## src/rtl/sreg_pkg.sv

```systemverilog
package sreg_pkg;
  localparam int WORD_W      = 16;
  localparam int N_WORDS     = 4;
  localparam int DEV_W       = 6;
  localparam int ADDR_W      = 12;
  localparam int STREAM_BITS = WORD_W * N_WORDS;
  localparam int N_EDGES     = 2 * STREAM_BITS;
  localparam int EDGE_W      = $clog2(N_EDGES);
  localparam int PTR_W       = EDGE_W - 1;

  localparam logic [EDGE_W-1:0] CMD_HIGH_EDGES = EDGE_W'(4);
  localparam logic [EDGE_W-1:0] RX_FIRST_EDGE  = EDGE_W'(2 * WORD_W * (N_WORDS - 1));

  localparam logic [3:0] OPC_WRITE = 4'b0001;
  localparam logic [3:0] OPC_READ  = 4'b0010;

  typedef struct packed {
    logic              rd;
    logic              bcast;
    logic [DEV_W-1:0]  dev;
    logic [ADDR_W-1:0] addr;
    logic [WORD_W-1:0] wdata;
  } sreq_t;

  function automatic logic [WORD_W-1:0] request_word(sreq_t r);
    return {(r.rd ? OPC_READ : OPC_WRITE), r.bcast, r.dev, 5'b00000};
  endfunction

  function automatic logic [WORD_W-1:0] address_word(sreq_t r);
    return {{(WORD_W-ADDR_W){1'b0}}, r.addr};
  endfunction

  function automatic logic [STREAM_BITS-1:0] build_stream(sreq_t r);
    logic [WORD_W-1:0] third;
    third = r.rd ? '0 : r.wdata;
    return {request_word(r), address_word(r), third, {WORD_W{1'b0}}};
  endfunction

  function automatic logic cmd_level(logic [EDGE_W-1:0] edge_no);
    return edge_no < CMD_HIGH_EDGES;
  endfunction
endpackage

```

## src/rtl/sreg_sclk.sv

```systemverilog
module sreg_sclk
  import sreg_pkg::*;
#(
  parameter int HALF_W = 8
) (
  input  logic              clk,
  input  logic              rst_n,
  input  logic              load,
  input  logic              run,
  input  logic [HALF_W-1:0] half_div,
  output logic              sck,
  output logic              edge_ev,
  output logic [EDGE_W-1:0] edge_idx,
  output logic              last_edge
);
  logic [HALF_W-1:0] hcnt;
  logic [HALF_W-1:0] hlim_q;

  assign edge_ev   = run && (hcnt == hlim_q - 1'b1);
  assign last_edge = edge_ev && (edge_idx == '1);

  always_ff @(posedge clk) begin
    if (!rst_n) begin
      hcnt     <= '0;
      hlim_q   <= HALF_W'(1);
      sck      <= 1'b0;
      edge_idx <= '0;
    end else if (load) begin
      hcnt     <= '0;
      hlim_q   <= (half_div == '0) ? HALF_W'(1) : half_div;
      sck      <= 1'b0;
      edge_idx <= '0;
    end else if (edge_ev) begin
      hcnt     <= '0;
      sck      <= ~sck;
      edge_idx <= edge_idx + 1'b1;
    end else if (run) begin
      hcnt <= hcnt + 1'b1;
    end
  end


  sck_idle_low_chk: assert property (@(posedge clk) disable iff (!rst_n)
    !run |-> !sck);


  sck_parity_chk: assert property (@(posedge clk) disable iff (!rst_n)
    run |-> (sck == edge_idx[0]));
endmodule

```

## src/rtl/sreg_txpath.sv

```systemverilog
module sreg_txpath
  import sreg_pkg::*;
(
  input  logic              clk,
  input  logic              rst_n,
  input  logic              load,
  input  sreq_t             req_in,
  input  logic              edge_ev,
  input  logic [EDGE_W-1:0] edge_idx,
  input  logic              last_edge,
  output logic              sio_out,
  output logic              sio_oe,
  output logic              cmd,
  output logic              is_read
);
  logic [STREAM_BITS-1:0] stream;
  logic [STREAM_BITS-1:0] next_stream;
  logic [PTR_W-1:0]       bit_ptr;
  logic                   rising_ev;
  logic                   in_rx_word;

  assign next_stream = build_stream(req_in);
  // bit j of the period sits at stream[STREAM_BITS-1-j]
  assign bit_ptr     = ~edge_idx[EDGE_W-1:1];
  assign rising_ev   = edge_ev && !edge_idx[0];
  assign in_rx_word  = edge_idx >= RX_FIRST_EDGE;

  always_ff @(posedge clk) begin
    if (!rst_n) begin
      stream  <= '0;
      is_read <= 1'b0;
      sio_out <= 1'b0;
      sio_oe  <= 1'b1;
      cmd     <= 1'b0;
    end else if (load) begin
      stream  <= next_stream;
      is_read <= req_in.rd;
      sio_out <= next_stream[STREAM_BITS-1];
      sio_oe  <= 1'b1;
      cmd     <= 1'b1;
    end else if (last_edge) begin
      sio_out <= 1'b0;
      sio_oe  <= 1'b1;
      cmd     <= 1'b0;
    end else if (edge_ev) begin
      cmd <= cmd_level(edge_idx + 1'b1);
      if (rising_ev) begin
        if (is_read && in_rx_word) begin
          sio_oe  <= 1'b0;
          sio_out <= 1'b0;
        end else begin
          sio_out <= stream[bit_ptr];
        end
      end
    end
  end


  oe_read_only_chk: assert property (@(posedge clk) disable iff (!rst_n)
    !sio_oe |-> is_read);


  cmd_window_chk: assert property (@(posedge clk) disable iff (!rst_n)
    cmd |-> (edge_idx < CMD_HIGH_EDGES));
endmodule

```

## src/rtl/sreg_rxpath.sv

```systemverilog
module sreg_rxpath
  import sreg_pkg::*;
(
  input  logic              clk,
  input  logic              rst_n,
  input  logic              edge_ev,
  input  logic [EDGE_W-1:0] edge_idx,
  input  logic              last_edge,
  input  logic              rd_active,
  input  logic              sio_in,
  output logic [WORD_W-1:0] rd_data
);
  logic [WORD_W-2:0] shreg;
  logic              cap;

  assign cap = edge_ev && rd_active && edge_idx[0] && (edge_idx > RX_FIRST_EDGE);

  always_ff @(posedge clk) begin
    if (!rst_n) begin
      shreg   <= '0;
      rd_data <= '0;
    end else if (cap && last_edge) begin
      rd_data <= {shreg, sio_in};
    end else if (cap) begin
      shreg <= {shreg[WORD_W-3:0], sio_in};
    end
  end


  rd_hold_chk: assert property (@(posedge clk) disable iff (!rst_n)
    !last_edge |=> $stable(rd_data));
endmodule

```

## src/rtl/sreg_master.sv

```systemverilog
module sreg_master
  import sreg_pkg::*;
#(
  parameter int HALF_W = 8
) (
  input  logic              clk,
  input  logic              rst_n,
  input  logic [HALF_W-1:0] half_div,
  input  logic              start,
  input  logic              rd_req,
  input  logic [5:0]        dev_id,
  input  logic              bcast,
  input  logic [11:0]       reg_addr,
  input  logic [15:0]       wr_data,
  output logic              busy,
  output logic              done,
  output logic [15:0]       rd_data,
  output logic              sck,
  output logic              cmd,
  output logic              sio_out,
  output logic              sio_oe,
  input  logic              sio_in
);
  logic              accept;
  logic              edge_ev;
  logic              last_edge;
  logic              is_read;
  logic [EDGE_W-1:0] edge_idx;
  sreq_t             req_in;

  assign accept = start && !busy;
  assign req_in = '{rd: rd_req, bcast: bcast, dev: dev_id, addr: reg_addr, wdata: wr_data};

  always_ff @(posedge clk) begin
    if (!rst_n) begin
      busy <= 1'b0;
      done <= 1'b0;
    end else begin
      done <= last_edge;
      if (accept)         busy <= 1'b1;
      else if (last_edge) busy <= 1'b0;
    end
  end

  sreg_sclk #(.HALF_W(HALF_W)) u_sclk (
    .clk(clk), .rst_n(rst_n), .load(accept), .run(busy), .half_div(half_div),
    .sck(sck), .edge_ev(edge_ev), .edge_idx(edge_idx), .last_edge(last_edge)
  );

  sreg_txpath u_tx (
    .clk(clk), .rst_n(rst_n), .load(accept), .req_in(req_in),
    .edge_ev(edge_ev), .edge_idx(edge_idx), .last_edge(last_edge),
    .sio_out(sio_out), .sio_oe(sio_oe), .cmd(cmd), .is_read(is_read)
  );

  sreg_rxpath u_rx (
    .clk(clk), .rst_n(rst_n), .edge_ev(edge_ev), .edge_idx(edge_idx),
    .last_edge(last_edge), .rd_active(is_read), .sio_in(sio_in), .rd_data(rd_data)
  );


  done_pulse_chk: assert property (@(posedge clk) disable iff (!rst_n)
    done |=> !done);


  done_ends_busy_chk: assert property (@(posedge clk) disable iff (!rst_n)
    done |-> (!busy && $past(busy)));


  no_restart_chk: assert property (@(posedge clk) disable iff (!rst_n)
    (start && busy && !done) |=> (busy || done));
endmodule

```

## config.mk

```make
export PLATFORM = sky130hd
export DESIGN_NAME = sreg_master
export DESIGN_NICKNAME = d
export VERILOG_FILES = /design/src/rtl/sreg_pkg.sv /design/src/rtl/sreg_sclk.sv /design/src/rtl/sreg_txpath.sv /design/src/rtl/sreg_rxpath.sv /design/src/rtl/sreg_master.sv
export SDC_FILE = /design/constraint.sdc
export NUM_CORES = 1
export LEC_CHECK = 0
export BUFFER_PORTS_ARGS = -buffer_cell sky130_fd_sc_hd__buf_2
export CAP_MARGIN = 30
export CORE_ASPECT_RATIO = 1.75
export CORE_UTILIZATION = 52
export CTS_BUF_LIST = sky130_fd_sc_hd__clkbuf_4 sky130_fd_sc_hd__clkbuf_8
export CTS_CLUSTER_DIAMETER = 40
export DETAILED_ROUTE_END_ITERATION = 10
export PLACE_DENSITY = 0.78
export SETUP_SLACK_MARGIN = 0.2
export SYNTH_ARGS = -nofsm -noshare
export SYNTH_HDL_FRONTEND = slang
export SYNTH_SLANG_ARGS = --single-unit
```

## constraint.sdc

```tcl
create_clock -name clk -period 2.5 [get_ports clk]
set_input_delay 0.5 -clock clk [delete_from_list [all_inputs] [get_ports clk]]
set_output_delay 0.5 -clock clk [all_outputs]
set_load 0.005 [all_outputs]
```

## Word-level counts from Yosys, hierarchy flattened

Index checks and enable logic that the tools add are counted.

| word-level totals | value |
|---|---|
| logic and storage cells | 62 |
| output and inout bits | 22 |
| input port bits | 48 |
| register bits after elaboration | 100 |

| operators by class | value |
|---|---|
| reductions and logical operators | 21 |
| bitwise operators | 4 |
| equal/unequal tests | 2 |
| magnitude comparators | 4 |
| $add $sub $neg | 3 |
| muxes and demuxes | 15 |

Operator list:

| operator | number |
|---|---|
| $mux 16 | 1 |
| $mux 1 | 11 |
| $logic_and 1x1->1 | 9 |
| $add 8x1->8 const B | 1 |
| $eq 8x8->1 | 1 |
| $logic_not 8->1 | 1 |
| $mux 8 | 1 |
| $sub 8x1->8 const B | 1 |
| $add 7x1->7 const B | 1 |
| $eq 7x7->1 const B | 1 |
| $ge 7x7->1 const B | 1 |
| $gt 7x7->1 const B | 1 |
| $lt 6x7->1 const B | 1 |
| $lt 7x3->1 const B | 1 |
| $bmux 1 s6 | 1 |
| $not 6->6 | 1 |
| $reduce_bool 3->1 | 2 |
| $reduce_or 3->1 | 2 |
| $reduce_and 2->1 | 2 |
| $not 1->1 | 3 |
| $reduce_and 3->1 | 1 |
| $logic_not 1->1 | 2 |
| $mux 2 | 1 |
| $reduce_bool 2->1 | 1 |
| $reduce_or 2->1 | 1 |

## Logic depth before layout (Yosys ltp)

| logic depth | value |
|---|---|
| depth after elaboration | 9 |
| gate-level depth with buffers | 10 |
| depth with buffers taken out | 9 |

## Modules after synthesis

From an unflattened synthesis, not the netlist that was laid out.

| second synthesis, totals | value |
|---|---|
| cells, all modules | 444 |
| area, all modules | 4425.5 µm² |

By module, submodules not included:

| module | seq. area each (µm²) | area each (µm²) | instances | cells an instance |
|---|---|---|---|---|
| sreg_txpath | 800.8 | 1954.4 | 1 | 194 |
| sreg_sclk | 480.5 | 1266.2 | 1 | 140 |
| sreg_rxpath | 620.6 | 1138.6 | 1 | 104 |
| sreg_master | 40.0 | 66.3 | 1 | 6 |

## Least setup slack after synthesis

No wires, ideal clock.

| path | value |
|---|---|
| path kind | register -> register |
| start point | register u_sclk.hlim_q[0] |
| end point | register u_tx.cmd |
| required time | 2.426 ns |
| path slack | 0.005 ns |
| cell stages (with the launch flop) | 9 |
| arrival time | 2.421 ns |
| period minus slack after synthesis | 2.495 ns |
| buffers on the path | 0 |
| path through | dfxtp_1 inv_1 ha_1 nand2b_1 a311o_1 a2111oi_4 o21ai_2 or4_1 a31oi_1 |

| between the ends | value |
|---|---|
| word-level cells in the longest chain between the ends | 6 |
| elaborated cells on any way between the ends | 7 |
| those cells by class | 1 x add/sub; 1 x eq/ne; 2 x mux; 3 x reduce/logical |

Ends and longest elaborated chain:

| element | line | text |
|---|---|---|
| from (decl) | sreg_sclk.sv:17 | `logic [HALF_W-1:0] hlim_q;` |
| from (signal assigned) | sreg_sclk.sv:30 | `hlim_q <= (half_div == '0) ? HALF_W'(1) : half_div;` |
| $sub 8x1->8 (*) | sreg_sclk.sv:19 | `assign edge_ev = run && (hcnt == hlim_q - 1'b1);` |
| $eq 8x8->1 (*) | sreg_sclk.sv:19 |  |
| $logic_and 1x1->1 (*) | sreg_sclk.sv:19 |  |
| $logic_and 1x1->1 | sreg_sclk.sv:20 | `assign last_edge = edge_ev && (edge_idx == '1);` |
| $mux 1 | sreg_txpath.sv:41 | `end else if (last_edge) begin` |
| $mux 1 | sreg_txpath.sv:35 | `end else if (load) begin` |
| to (signal assigned) | sreg_txpath.sv:46 | `cmd <= cmd_level(edge_idx + 1'b1);` |
| to (decl) | sreg_txpath.sv:13 | `output logic cmd,` |

Mark *: on every way between the ends. The rest lies on a longest branch, timed or not.
A chain may end at the register's enable or synchronous reset.

## Final worst setup path

| path | value |
|---|---|
| start point | register u_sclk.hlim_q[0] |
| end point | register u_rx.shreg[14] |

| between the ends | value |
|---|---|
| word-level cells in the longest chain between the ends | 9 |
| elaborated cells on any way between the ends | 10 |
| those cells by class | 1 x add/sub; 1 x eq/ne; 1 x bitwise; 7 x reduce/logical |

Ends and longest elaborated chain:

| element | line | text |
|---|---|---|
| $sub 8x1->8 (*) | sreg_sclk.sv:19 |  |
| $eq 8x8->1 (*) | sreg_sclk.sv:19 |  |
| $logic_and 1x1->1 (*) | sreg_sclk.sv:19 |  |
| $logic_and 1x1->1 (3 in series) | sreg_rxpath.sv:16 | `assign cap = edge_ev && rd_active && edge_idx[0] && (edge_idx > RX_FIRST_EDGE);` |
| $logic_and 1x1->1 | sreg_rxpath.sv:22 | `end else if (cap && last_edge) begin` |
| $not 1->1 (no source line) | - |  |
| $reduce_and 2->1 (no source line) (*) | - |  |
| to (signal assigned) | sreg_rxpath.sv:25 | `shreg <= {shreg[WORD_W-3:0], sio_in};` |
| to (decl) | sreg_rxpath.sv:13 | `logic [WORD_W-2:0] shreg;` |

Marks and branches as above.

==> flow_results.org <==
** Synthesis
- Area leader, netlist :: sky130_fd_sc_hd__dfxtp_1
- Dominant synthesized flop cell :: sky130_fd_sc_hd__dfxtp_1
- Warnings, synthesis :: 0
- Synthesis produced a netlist with a net count of roughly 500.
- Number of flops mapped to enable cells by yosys :: 0
- Post-synthesis register bit count :: 97
- Yosys instantiated no cell more often than sky130_fd_sc_hd__dfxtp_1.
- Share of the synthesized area in the top cell type :: 0.461
- Number of distinct library cells after synthesis :: 47
- Cell types with the largest area share after synthesis :: sky130_fd_sc_hd__dfxtp_1 (46%), sky130_fd_sc_hd__mux2i_1 (8.3%), sky130_fd_sc_hd__nand2_1 (6.7%), sky130_fd_sc_hd__mux4_2 (4.3%), sky130_fd_sc_hd__a22o_1 (3.3%)
- Sorting the synthesized cells by how often they occur yields sky130_fd_sc_hd__dfxtp_1 (97), sky130_fd_sc_hd__nand2_1 (75), sky130_fd_sc_hd__mux2i_1 (35).
- The share of the Yosys chip area taken by registers is 0.461.
- Summed instance area of the synthesized netlist :: 4210 µm²
- Ys async rst share :: 0
- The cell count after synthesis came out at 449.
- The average instance in the mapped netlist occupies between 9 and 10 µm².

** Pwr
- IR analysis of the VDD net gives a maximum drop of slightly below 0.5 mV.
- Switching Power :: 694 µW
- Summed over all cells, the static leakage comes to about 0.0023 µW.
- Cell internal power was estimated by the tool at around 2200 µW.
- Net switching fraction of the power :: 0.238
- Sequential group share of total power :: 0.556
- Of the total power, the clock network draws 0.341.
- The share of total power dissipated in combinational logic is 0.104.
- Dividing total power by cell area gives a power density of between 500 and 600 nW/µm².

** Global routing
- Number of global-route vias before repair :: 3371
- Wire length of the first global-routing pass :: around 15000 µm
- Busiest layer in global routing :: met2
- Global routing met1 resource utilization :: 0.238
- Overflow left after global routing :: 0
- For met3 alone, demand over resource in global routing was 0.0473.
- Entering global routing, the biggest net connects 37 pins.
- Number of antenna violations at the first check in global routing :: 0
- In the global route stage, met2 resource usage came out at 0.415.
- Global routing usage summed across all routing layers :: 0.224

** Placed design
- Global placer's final weighted congestion :: ~0.87
- Number of instances in the placed design :: 601
- Summed over all nets, the half-perimeter wirelength after detailed placement is around 6500 µm.
- Buffers on Ports :: 69

** Floorplan
- After floorplanning, the core was divided into 43 placement rows.
- Width of the die :: approximately 70 µm
- 70 I/O pins were placed.
- After floorplanning, the core was sized to cover approximately 7900 µm².
- The floorplan step defined a die boundary enclosing 8480 µm².
- The initial utilization of the core area, before any placement, comes to 0.533.
- The die is 121 µm tall.

** Worst setup path
- The worst setup path is captured at a flop.
- Maximum fanout along the worst path :: 8
- Startpoint of the lowest-slack register-to-register path :: u_sclk.hlim_q[0]
- In this run the critical register-to-register path is captured at u_rx.shreg[14].
- The setup path with the least slack is of type reg2reg.
- For flop-to-flop paths, the worst setup slack is 0.13 ns.
- Data on the critical path is required at its endpoint by 2.75 ns.
- STA classifies the critical path startpoint as a flop.
- For the worst flop-to-flop path, the logic depth is 11.
- Capture point of the critical path :: u_rx.shreg[14]
- Arr. time, crit path :: 2.62 ns
- Critical path origin :: u_sclk.hlim_q[0]

** Finish
- Excluding fillers, the count of instances in the completed layout stands at 622.
- Number of diodes added for antenna fixing :: 0
- The area growth from synthesis to layout is 21.6%.
- The net count of the finished layout is 580.
- Of the cells placed in the final design, the portion with a size suffix greater than 1 is 0.276.

** Routing
- In this run, the number of DRC markers left after iteration 0 of detailed routing was 148.
- The detail route stage leaves a number of antenna-violating nets equal to 0.
- Dividing the detail-routed wire length by the instance count gives 15.1 µm.
- Vias after detailed routing :: 3425
- In the routed design, unresolved DRC markers number 0.
- For this run, the detailed router's first-pass iteration total came to 5.
- Dividing the detail-routed via count by the number of cells gives 5.51.
- The final layout contains routed wiring with a total length of between 9000 and 10000 µm.

** Timing
- Final setup violating endpoints :: 0
- The number of pins exceeding their max-slew limit in the final report came to 0.
- Of the available clock period, the critical path in the final layout requires 0.947.
- Final-layout setup total negative slack :: 0 ns
- Fin crit period :: 2.37 ns
- Setup repair after global routing could not meet its margin everywhere.
- The final hold violation count was 0.
- Timing would allow up to 0.422 GHz.
- Worst slew slack as a fraction of its limit :: 0.735
- Worst hold slack :: between 0.3 and 0.4 ns
- Least-Margin Pin Slew :: 0.397 ns
- Setup skew after layout :: 0.0135 ns

** Run
- Max-cap violations in this run came to 0.

** Clock tree
- Counting the buffers created by CTS gives 9.
- After clock tree synthesis, the clock-pin slew on the worst setup and hold paths is roughly 0.090 ns.
- TritonCTS built the clock tree.
- CTS sink count :: 97
- Number of H-tree levels :: 3
- Latest clock arrival within the worst-skew pair :: 0.37 ns
- Worst-case clock buffer depth :: 2
- In this run the clock root is driven by a sky130_fd_sc_hd__clkbuf_8.

** Min path
- Kind of path behind the tightest hold check :: in2reg

** Run status
- The flow ran to the end, and the final reports show no timing, DRC or antenna violations.
power groups by stage:
stage	Sequential (µW)	Clock [µW]	Combinational [µW]
finish	1620	993	302
global route	1630	1080	331
CTS	1620	1020	287
detailed placement	1650	0	284
global placement	1650	0	277
floorplan	1650	0	178
final cells by class:
type / instances / area (µm²)
clock buffer: 12 / 146
clock inverter: 3 / 42.5
fill: 655 / 2790
inverter: 8 / 30.0
multi-input combinational: 315 / 2220
sequential: 97 / 1950
tap: 90 / 113
timing repair buffer: 97 / 627
layout by cell type (no fill, tap or decap), types with 3 or more instances in the layout:
cell,count
sky130_fd_sc_hd__nor2b_1,20
sky130_fd_sc_hd__buf_6,3
sky130_fd_sc_hd__dfxtp_1,94
sky130_fd_sc_hd__mux2i_1,31
sky130_fd_sc_hd__dfxtp_2,3
sky130_fd_sc_hd__clkbuf_8,9
sky130_fd_sc_hd__nor3_1,4
sky130_fd_sc_hd__and3_1,5
sky130_fd_sc_hd__xnor2_1,8
sky130_fd_sc_hd__o21ai_0,7
sky130_fd_sc_hd__or4_1,5
sky130_fd_sc_hd__a21oi_1,25
sky130_fd_sc_hd__ha_1,3
sky130_fd_sc_hd__buf_2,69
sky130_fd_sc_hd__inv_2,3
sky130_fd_sc_hd__nand2_1,73
sky130_fd_sc_hd__o211ai_1,5
sky130_fd_sc_hd__nand3_1,5
sky130_fd_sc_hd__clkbuf_4,3
sky130_fd_sc_hd__xor2_1,13
sky130_fd_sc_hd__nand4_1,7
sky130_fd_sc_hd__inv_1,5
sky130_fd_sc_hd__mux4_2,8
sky130_fd_sc_hd__mux2i_2,4
sky130_fd_sc_hd__a22o_1,16
sky130_fd_sc_hd__a21boi_0,7
sky130_fd_sc_hd__nor2_1,32
sky130_fd_sc_hd__buf_4,21
timing repair:
| item | in CTS | in global routing |
|---|---|---|
| pin swaps | 2 | 8 |
| setup buffers | 1 | 3 |
| gates resized for setup | 1 | 19 |
| gates cloned | 0 | 2 |
| setup endpoints to repair | 45 | 47 |
| hold buffers | 0 | 0 |
registers in the layout, summed over array words and instances (netlist names):
name,count
u_sclk.edge_idx,7
u_tx.sio_out,1
u_sclk.sck,1
busy,1
u_rx.shreg,15
u_sclk.hcnt,8
u_sclk.hlim_q,8
u_tx.sio_oe,1
u_tx.cmd,1
u_tx.stream,36
done,1
u_rx.rd_data,16
u_tx.is_read,1
routing by layer:
layer,vias to the layer above,share of wire
met1,1611,0.40
li1,1717,-
met3,14,0.038
met4,0,0.021
met5,-,0
met2,83,0.54
worst min-delay path by stage:
stage          slack [ns]  depth (start not counted)             from              end
6_report             0.33                          2       wr_data[9]  u_tx.stream[25]
5_1_grt              0.33                          2      wr_data[11]  u_tx.stream[27]
4_1_cts              0.33                          2       wr_data[9]  u_tx.stream[25]
3_5_place_dp         0.44                          2  u_tx.stream[56]  u_tx.stream[56]
3_3_place_gp         0.44                          2  u_tx.stream[56]  u_tx.stream[56]
2_1_floorplan        0.43                          1  u_tx.stream[60]  u_tx.stream[60]
through the flow:
step | worst slack [ns] | cell area [µm²] | total power [µW] | utilization
floorplan | 0.111 | 4240 | 1830 | -
global placement | 0.153 | 4760 | 1930 | 0.601
detailed placement | 0.0888 | 4770 | 1940 | 0.603
CTS | 0.168 | 4970 | 2920 | 0.628
global route | 0.0522 | 5120 | 3040 | 0.648
finish | 0.132 | 5120 | 2910 | 0.648
worst max-delay path, stage by stage, from the launching register on:
cell	delay [ns]
sky130_fd_sc_hd__dfxtp_2	0.33
sky130_fd_sc_hd__inv_2	0.07
sky130_fd_sc_hd__ha_4	0.17
sky130_fd_sc_hd__nand2b_4	0.13
sky130_fd_sc_hd__a21oi_2	0.04
sky130_fd_sc_hd__a311o_1	0.31
sky130_fd_sc_hd__a2111oi_4	0.43
sky130_fd_sc_hd__buf_4	0.22
sky130_fd_sc_hd__o211ai_4	0.11
sky130_fd_sc_hd__buf_12	0.18
sky130_fd_sc_hd__mux2i_1	0.19
sky130_fd_sc_hd__nor2_1	0.06
cells by family (layout without fill, tap and decap cells):
family | Yosys count | in the layout | share of synthesized area
AO/OA/AOI/OAI | 76 | 76 | 0.129
adder cells (fa/ha/maj) | 4 | 4 | 0.0119
AND/OR/NAND/NOR | 169 | 169 | 0.189
flip-flops | 97 | 97 | 0.461
multiplexers | 45 | 45 | 0.131
XOR/XNOR | 21 | 21 | 0.0437
buffers and inverters | 37 | 120 | 0.0345
(Power assumes the default switching activity.)
